### src/rtl/chain_adc_pkg.sv
package chain_adc_pkg;
  typedef enum logic [1:0] {
    ST_IDLE  = 2'd0,
    ST_CONV  = 2'd1,
    ST_FLAG  = 2'd2,
    ST_SHIFT = 2'd3
  } stage_e;
endpackage

### src/rtl/chain_pin_sampler.sv
module chain_pin_sampler #(
  parameter int N = 3
) (
  input  logic         clk,
  input  logic         rst_n,
  input  logic [N-1:0] pins,
  output logic [N-1:0] pins_prev
);
  // one history register per pin, cleared low by reset
  for (genvar i = 0; i < N; i++) begin : g_pin
    always_ff @(posedge clk) begin
      if (!rst_n) pins_prev[i] <= 1'b0;
      else        pins_prev[i] <= pins[i];
    end
  end
endmodule

### src/rtl/chain_conv_timer.sv
module chain_conv_timer #(
  parameter int CONV_CYC = 20
) (
  input  logic clk,
  input  logic rst_n,
  input  logic start,
  input  logic abort,
  output logic running,
  output logic done
);
  localparam int CW = $clog2(CONV_CYC) + 1;

  logic [CW-1:0] cnt;

  always_ff @(posedge clk) begin
    if (!rst_n) begin
      running <= 1'b0;
      cnt     <= '0;
    end else if (abort) begin
      running <= 1'b0;
    end else if (start) begin
      running <= 1'b1;
      cnt     <= CW'(CONV_CYC - 1);
    end else if (running) begin
      if (cnt == '0) running <= 1'b0;
      else           cnt     <= cnt - 1'b1;
    end
  end

  assign done = running && (cnt == '0);

  // countdown never exceeds the conversion length
  p_cnt_bound_r3: assert property (@(posedge clk) disable iff (!rst_n)
    running |-> (cnt < CW'(CONV_CYC)));
endmodule

### src/rtl/chain_shift_reg.sv
module chain_shift_reg #(
  parameter int DATA_W = 16
) (
  input  logic              clk,
  input  logic              rst_n,
  input  logic              load,
  input  logic [DATA_W-1:0] load_word,
  input  logic              shift,
  input  logic              shift_in,
  output logic              msb
);
  logic [DATA_W-1:0] sr;

  always_ff @(posedge clk) begin
    if (!rst_n)     sr <= '0;
    else if (load)  sr <= load_word;
    else if (shift) sr <= {sr[DATA_W-2:0], shift_in};
  end

  assign msb = sr[DATA_W-1];
endmodule

### src/rtl/chain_adc_stage.sv
module chain_adc_stage
  import chain_adc_pkg::*;
#(
  parameter int DATA_W   = 16,
  parameter int CONV_CYC = 20
) (
  input  logic              clk,
  input  logic              rst_n,
  input  logic              conv_start,
  input  logic              sclk,
  input  logic              ser_in,
  input  logic [DATA_W-1:0] sample,
  output logic              ser_out
);
  localparam int NPIN = 3;

  logic [NPIN-1:0] pin_prev;
  logic cs_prev, sclk_prev, si_prev;

  chain_pin_sampler #(.N(NPIN)) u_pins (
    .clk       (clk),
    .rst_n     (rst_n),
    .pins      ({conv_start, sclk, ser_in}),
    .pins_prev (pin_prev)
  );
  assign {cs_prev, sclk_prev, si_prev} = pin_prev;

  stage_e state;
  logic   flag_sel;
  logic   cs_rise, sclk_fall, enter, abort;
  logic   t_run, t_done, sr_msb, do_shift;

  assign cs_rise   = conv_start & ~cs_prev;
  assign sclk_fall = sclk_prev & ~sclk;
  assign abort     = (state != ST_IDLE) && !conv_start;
  // mode judged on the cycle before the edge, so a tied head stage still enters
  assign enter     = (state == ST_IDLE) && cs_rise && !si_prev;
  assign do_shift  = (state == ST_SHIFT) && sclk_fall && conv_start;

  chain_conv_timer #(.CONV_CYC(CONV_CYC)) u_timer (
    .clk     (clk),
    .rst_n   (rst_n),
    .start   (enter),
    .abort   (abort),
    .running (t_run),
    .done    (t_done)
  );

  chain_shift_reg #(.DATA_W(DATA_W)) u_sr (
    .clk       (clk),
    .rst_n     (rst_n),
    .load      (enter),
    .load_word (sample),
    .shift     (do_shift),
    .shift_in  (ser_in),
    .msb       (sr_msb)
  );

  always_ff @(posedge clk) begin
    if (!rst_n) begin
      state    <= ST_IDLE;
      flag_sel <= 1'b0;
    end else if (abort) begin
      state <= ST_IDLE;
    end else begin
      unique case (state)
        ST_IDLE: if (enter) begin
          state    <= ST_CONV;
          flag_sel <= sclk_prev;
        end
        ST_CONV:  if (t_done) state <= flag_sel ? ST_FLAG : ST_SHIFT;
        ST_FLAG:  if (sclk_fall) state <= ST_SHIFT;
        ST_SHIFT: state <= ST_SHIFT;
        default:  state <= ST_IDLE;
      endcase
    end
  end

  always_comb begin
    unique case (state)
      ST_FLAG:  ser_out = 1'b1;
      ST_SHIFT: ser_out = sr_msb;
      default:  ser_out = 1'b0;
    endcase
  end

  // output held low while the conversion timer runs
  p_quiet_conv_r3: assert property (@(posedge clk) disable iff (!rst_n)
    t_run |-> !ser_out);
  // valid start launches the timer
  p_enter_r2: assert property (@(posedge clk) disable iff (!rst_n)
    (state == ST_IDLE && cs_rise && !si_prev) |=> t_run);
  // start with serial input high is ignored
  p_ignore_r2: assert property (@(posedge clk) disable iff (!rst_n)
    (state == ST_IDLE && cs_rise && si_prev) |=> (!t_run && !ser_out));
  // busy flag holds until a serial-clock fall
  p_flag_hold_r5: assert property (@(posedge clk) disable iff (!rst_n)
    (state == ST_FLAG && !sclk_fall && conv_start) |=> ser_out);
  // dropping conversion start silences the output
  p_drop_r7: assert property (@(posedge clk) disable iff (!rst_n)
    $fell(conv_start) |=> (!ser_out && !t_run));
endmodule

### config.mk
export PLATFORM = sky130hd
export DESIGN_NAME = chain_adc_stage
export DESIGN_NICKNAME = d
export VERILOG_FILES = /design/src/rtl/chain_adc_pkg.sv /design/src/rtl/chain_pin_sampler.sv /design/src/rtl/chain_conv_timer.sv /design/src/rtl/chain_shift_reg.sv /design/src/rtl/chain_adc_stage.sv
export SDC_FILE = /design/constraint.sdc
export NUM_CORES = 1
export LEC_CHECK = 0
export BUFFER_PORTS_ARGS = -buffer_cell sky130_fd_sc_hd__buf_2
export CORE_UTILIZATION = 40
export CTS_CLUSTER_SIZE = 8
export DETAILED_ROUTE_END_ITERATION = 12
export SYNTH_ARGS = -nofsm -noshare
export SYNTH_HDL_FRONTEND = slang
export SYNTH_HIERARCHICAL = 1
export SYNTH_SLANG_ARGS = --single-unit
### constraint.sdc
create_clock -name clk -period 2.1 [get_ports clk]
set_clock_uncertainty 0.15 [all_clocks]
set_input_delay 0.105 -clock clk [delete_from_list [all_inputs] [get_ports clk]]
set_output_delay 0.105 -clock clk [all_outputs]
set_load 0.05 [all_outputs]
After elaboration in Yosys (flattened, before gate mapping)

Cells that the tools add are included.
Widths: inputs -> output; s select.

Add/subtract/negate cells: 1
Equality and inequality tests: 7
Muxes and demuxes: 14
Bitwise logic cells: 6
Reductions and logical operators: 17

Operators with widths:

| operator            | count |
|---|---|
| $mux 16             | 2 |
| $mux 6              | 3 |
| $reduce_and 3->1    | 3 |
| $ne 2x2->1 const B  | 4 |
| $pmux 2 s4          | 1 |
| $logic_and 1x1->1   | 6 |
| $logic_not 6->1     | 1 |
| $mux 2              | 3 |
| $reduce_bool 2->1   | 3 |
| $sub 6x1->6 const B | 1 |
| $eq 2x2->1 const B  | 2 |
| $mux 1              | 4 |
| $not 1->1           | 4 |
| $and 1x1->1         | 2 |
| $eq 2x1->1 const B  | 1 |
| $logic_not 1->1     | 2 |
| $logic_not 2->1     | 1 |
| $pmux 1 s2          | 1 |
| $reduce_or 2->1     | 1 |

Bits in registers: 29
Bits of input ports: 21
Output and inout bits: 1
Word-level logic and storage cells: 53

Depth between registers and ports, before layout

Depth after elaboration: 6
Depth in mapped cells: 7
Mapped depth without buffers: 7

By module

The synthesis kept the hierarchy.

Modules (own cells, without submodules):

| module            | instances | cells an instance | area an instance (um2) | sequential area each (um2) |
|---|---|---|---|---|
| chain_shift_reg   | 1         | 71                | 852.1                  | 320.3 |
| chain_conv_timer  | 1         | 50                | 440.4                  | 140.1 |
| chain_adc_stage   | 1         | 23                | 175.2                  | 60.1 |
| chain_pin_sampler | 1         | 6                 | 78.8                   | 60.1 |

Worst setup path before layout

No wires, ideal clock.

Path kind: flip-flop to output port
Start point: reg state[1]
End point: out ser_out
Arrival time: 1.567 ns
Data required time: 1.845 ns
Path slack: 0.278 ns
Cell stages (with the launch flop): 2
Path buffers: 0
Path through: dfxtp_1 > a21boi_0

Cells in the longest elaborated chain, start to end: 2
Elaborated cells between the ends (all ways): 3
Those cells by class: 2 x eq/ne; 1 x mux

RTL lines:

| item                   | RTL line              | RTL |
|---|---|---|
| start, declared        | chain_adc_stage.sv:28 | `stage_e state;` |
| start signal, assigned | chain_adc_stage.sv:71 | `ST_CONV: if (t_done) state <= flag_sel ? ST_FLAG : ST_SHIFT;` |
| $eq 2x2->1             | chain_adc_stage.sv:80 | `unique case (state)` |
| $pmux 1 s2 *           | chain_adc_stage.sv:80 |  |
| end, declared          | chain_adc_stage.sv:13 | `output logic ser_out` |

Every way passes the cells marked *; elsewhere a longest branch is shown, timed or not.

Worst setup path in the final report

Start point: in sclk
End point: reg u_sr.sr[15]

Cells in the longest elaborated chain, start to end: 5

RTL lines:

| item                           | RTL line              | RTL |
|---|---|---|
| start, declared                | chain_adc_stage.sv:10 | `input logic sclk,` |
| $not 1->1                      | chain_adc_stage.sv:34 | `assign sclk_fall = sclk_prev & ~sclk;` |
| $and 1x1->1                    | chain_adc_stage.sv:34 |  |
| $logic_and 1x1->1 (2 in a row) | chain_adc_stage.sv:38 | `assign do_shift = (state == ST_SHIFT) && sclk_fall && conv_start;` |
| named net do_shift             | chain_adc_stage.sv:31 | `logic t_run, t_done, sr_msb, do_shift;` |
| $reduce_bool 2->1 (no line)    | -                     |  |
| end signal, assigned           | chain_shift_reg.sv:16 | `else if (load) sr <= load_word;` |
| end signal, assigned           | chain_shift_reg.sv:17 | `else if (shift) sr <= {sr[DATA_W-2:0], shift_in};` |
| end, declared                  | chain_shift_reg.sv:12 | `logic [DATA_W-1:0] sr;` |

The timed path passes the listed nets, and every way through them passes these cells.
A chain may end at the register's enable or synchronous reset.

==> results_dict.tcl <==
set metrics [dict create \
    syn_nets 173 \
    area_growth_pct 25.81 \
    die_w_um 64.18 \
    yosys-top-cells-count "dfxtp_1 (29), nand2b_1 (17), o211a_1 (16), mux2_4 (10), nor2_1 (10)" \
    fin_crit_ns 1.870 \
    dr.pass1.iters 4 \
    globalRouteTotalUtil_pct 16.19 \
    drt_iter0_markers 61 \
    synth_edf_count 0 \
    worstPathRequired_ns 2.12 \
    relSlewSlack_pct 67.90 \
    h-tree-depth 2 \
    yosysTopAreaCell "dfxtp_1" \
    crit_buf_inv 3 \
    powerDensity_nw_per_um2 696.2 \
    vias 1247 \
    async_flop_share_pct 0 \
    dp.cells 215 \
    finalCritPeriodShare_pct 89.02 \
    power_uw 1354 \
    wl_mm 2.979 \
    cts_setup_buffers 0 \
    grt_pass1_vias 1234 \
    cts_buffers 5 \
    diodes 0 \
    p_leak_uw 0.0009185 \
    clockBufferDepth 2 \
    crit_fanout 16 \
    fillers 358 \
    dp_hpwl_mm 2.002 \
    avgSynthCellArea_um2 10.31 \
    multiInputGateArea_um2 890.9 \
    hp-class "primary input to flip-flop" \
    fmax_mhz 534.9 \
    rsz0062_at_grt "false" \
    root_buffer "clkbuf_8" \
    fp-row-count 22 \
    critPathTopFamily "buffers and inverters" \
    ios 22 \
    port_buffers 21 \
    ant_nets 0 \
    vias_per_cell 5.239 \
    syn_area_um2 1546 \
    nNetsFinal 212 \
    overflow 0 \
    drc 0 \
    wl_per_cell_um 12.52 \
    initial_core_util_pct 41.93 \
    dieArea_um2 4119 \
    worstPathCellList "dlygate4sd3_1 -> buf_2 -> nor2b_1 -> and4_2 -> buf_12 -> mux2_2 -> o211a_1" \
    hold_viol 0 \
    critPathKind "primary input to flip-flop" \
    seq_area_um2 580.6 \
    critPathArrivalTime_ns 1.89 \
    grt_antenna_before_repair 0 \
    yosysWarningCount 6 \
    ys_seq_elements 29 \
    setup_violations 0 \
    start_kind "primary input" \
    place_area_um2 1694 \
    final_max_slew_viol_count 0 \
    clock_sinks 29 \
    outcome "finished, final reports clean" \
    worst_pin_slew_ns 0.4748 \
    synth_most_common_cell "dfxtp_1" \
    fin_tns_setup_ns 0 \
    fin_cells 238 \
    core_area_um2 3689 \
    place.gp.congestion 0.8940 \
    yosysTopAreaCellShare_pct 37.54 \
    synth_cell_types 38 \
    cp_slowest_cell "dlygate4sd3_1" \
    syn_inst 150 \
    yosys_most_used_dff "dfxtp_1" \
    clk_latency_ns 0.28 \
    fp.dieH_um 64.18 \
    vdd_ir_drop_max_uv 336.9 \
    grt_max_degree 33 \
    drive_gt1_share_pct 30.00 \
    cts_tree "built" \
    clkTransAtPathRegs_ns 0.06 \
    cap_violations 0 \
    fin_area_um2 1946 \
    final_util_pct 52.75 \
    ys_top_cells_by_area "dfxtp_1 (38%), o211a_1 (10%), mux2_4 (9.7%)" \
    grt_pass1_wl_mm 5.140 \
    ys_seq_area_share_pct 37.54 \
    cp-end-kind "flip-flop" \
    max_stage_delay_ns 0.53 \
    r2r_slack_ns 0.32 \
]
-- report_power, final --
group          internal, uW  switching [uW]
sequential              591            29.4
combinational           130             110
clock                   295             199
-- worst reg2reg max path: cells and delay by family, from the launching register on --
family | cells | cell delay (ns)
and+or+nand+nor | 2 | 0.27
adders and majority gates | 1 | 0.21
DFF | 1 | 0.40
AOI/OAI and AO/OA | 2 | 0.54
buffers and inverters | 1 | 0.10
-- cells by family after synthesis --
logic type	Yosys count	synth area share (%)
buffers and inverters	13	4.854
AOI/OAI and AO/OA	31	18.85
and+or+nand+nor	57	21.76
muxes	18	15.37
DFF	29	37.54
adders and majority gates	2	1.618
-- cells in the final DEF, fill, tap and decap left out, types with 2 or more instances in the layout --
cell and instances:
mux2_4 10, nor2_1 10, buf_4 2, a211oi_1 2, mux2i_1 2, buf_2 21
nand3b_1 3, and2_1 4, o211a_1 16, nand2b_1 17, inv_1 6, mux2_2 6
nor3_1 7, nand2_1 4, dlygate4sd3_1 15, dfxtp_1 29, nor2b_1 3, a21oi_1 4
clkbuf_8 7, ha_1 2
-- routing by layer --
metal / track usage [%] / up-vias / wire length, um
li1: - / 614 / -
met1: 17.19 / 616 / 1335
met2: 29.12 / 13 / 1505
met3: 5.893 / 4 / 102
met4: 5.833 / 0 / 36
met5: 0 / - / 0
-- cell type report --
type,count,area share (%)
Tap cell,48,3.087
Clock inverter,1,0.2572
Inverter,6,1.158
Sequential cell,29,29.84
Clock buffer,7,4.952
Multi-Input combinational cell,108,45.79
Timing Repair Buffer,39,14.92
-- what timing repair did --
item,in CTS,in global routing
endpoints found under the hold margin,17,0
hold buffers,15,0
gates resized for setup,0,0
-- through the flow --
step                setup WS, ns  hold slack [ns]
floorplan                 0.2781          0.07417
global placement          0.3867           0.1788
detailed placement        0.3448           0.1878
CTS                       0.2339         0.002183
global route              0.1654          0.01170
finish                    0.2305         0.004508
-- final timing paths --
kind                             startpoint                          end  cells past startpoint
max                                    sclk     u_sr/sr[15]$_SDFFE_PN0P_                      7
min reg2reg  u_pins/pins_prev[1]$_SDFF_PN0_        flag_sel$_SDFFE_PN0P_                      2
max reg2reg     u_timer/cnt[0]$_SDFFE_PN0P_  u_timer/cnt[0]$_SDFFE_PN0P_                      6
min                              sample[11]     u_sr/sr[11]$_SDFFE_PN0P_                      3
-- state kept, by name (all words and copies together), names as in the netlist --
signal	cells
u_sr/sr	16
u_pins/pins_prev	3
state	2
u_timer/running	1
flag_sel	1
u_timer/cnt	6
(Power assumes the default switching activity.)
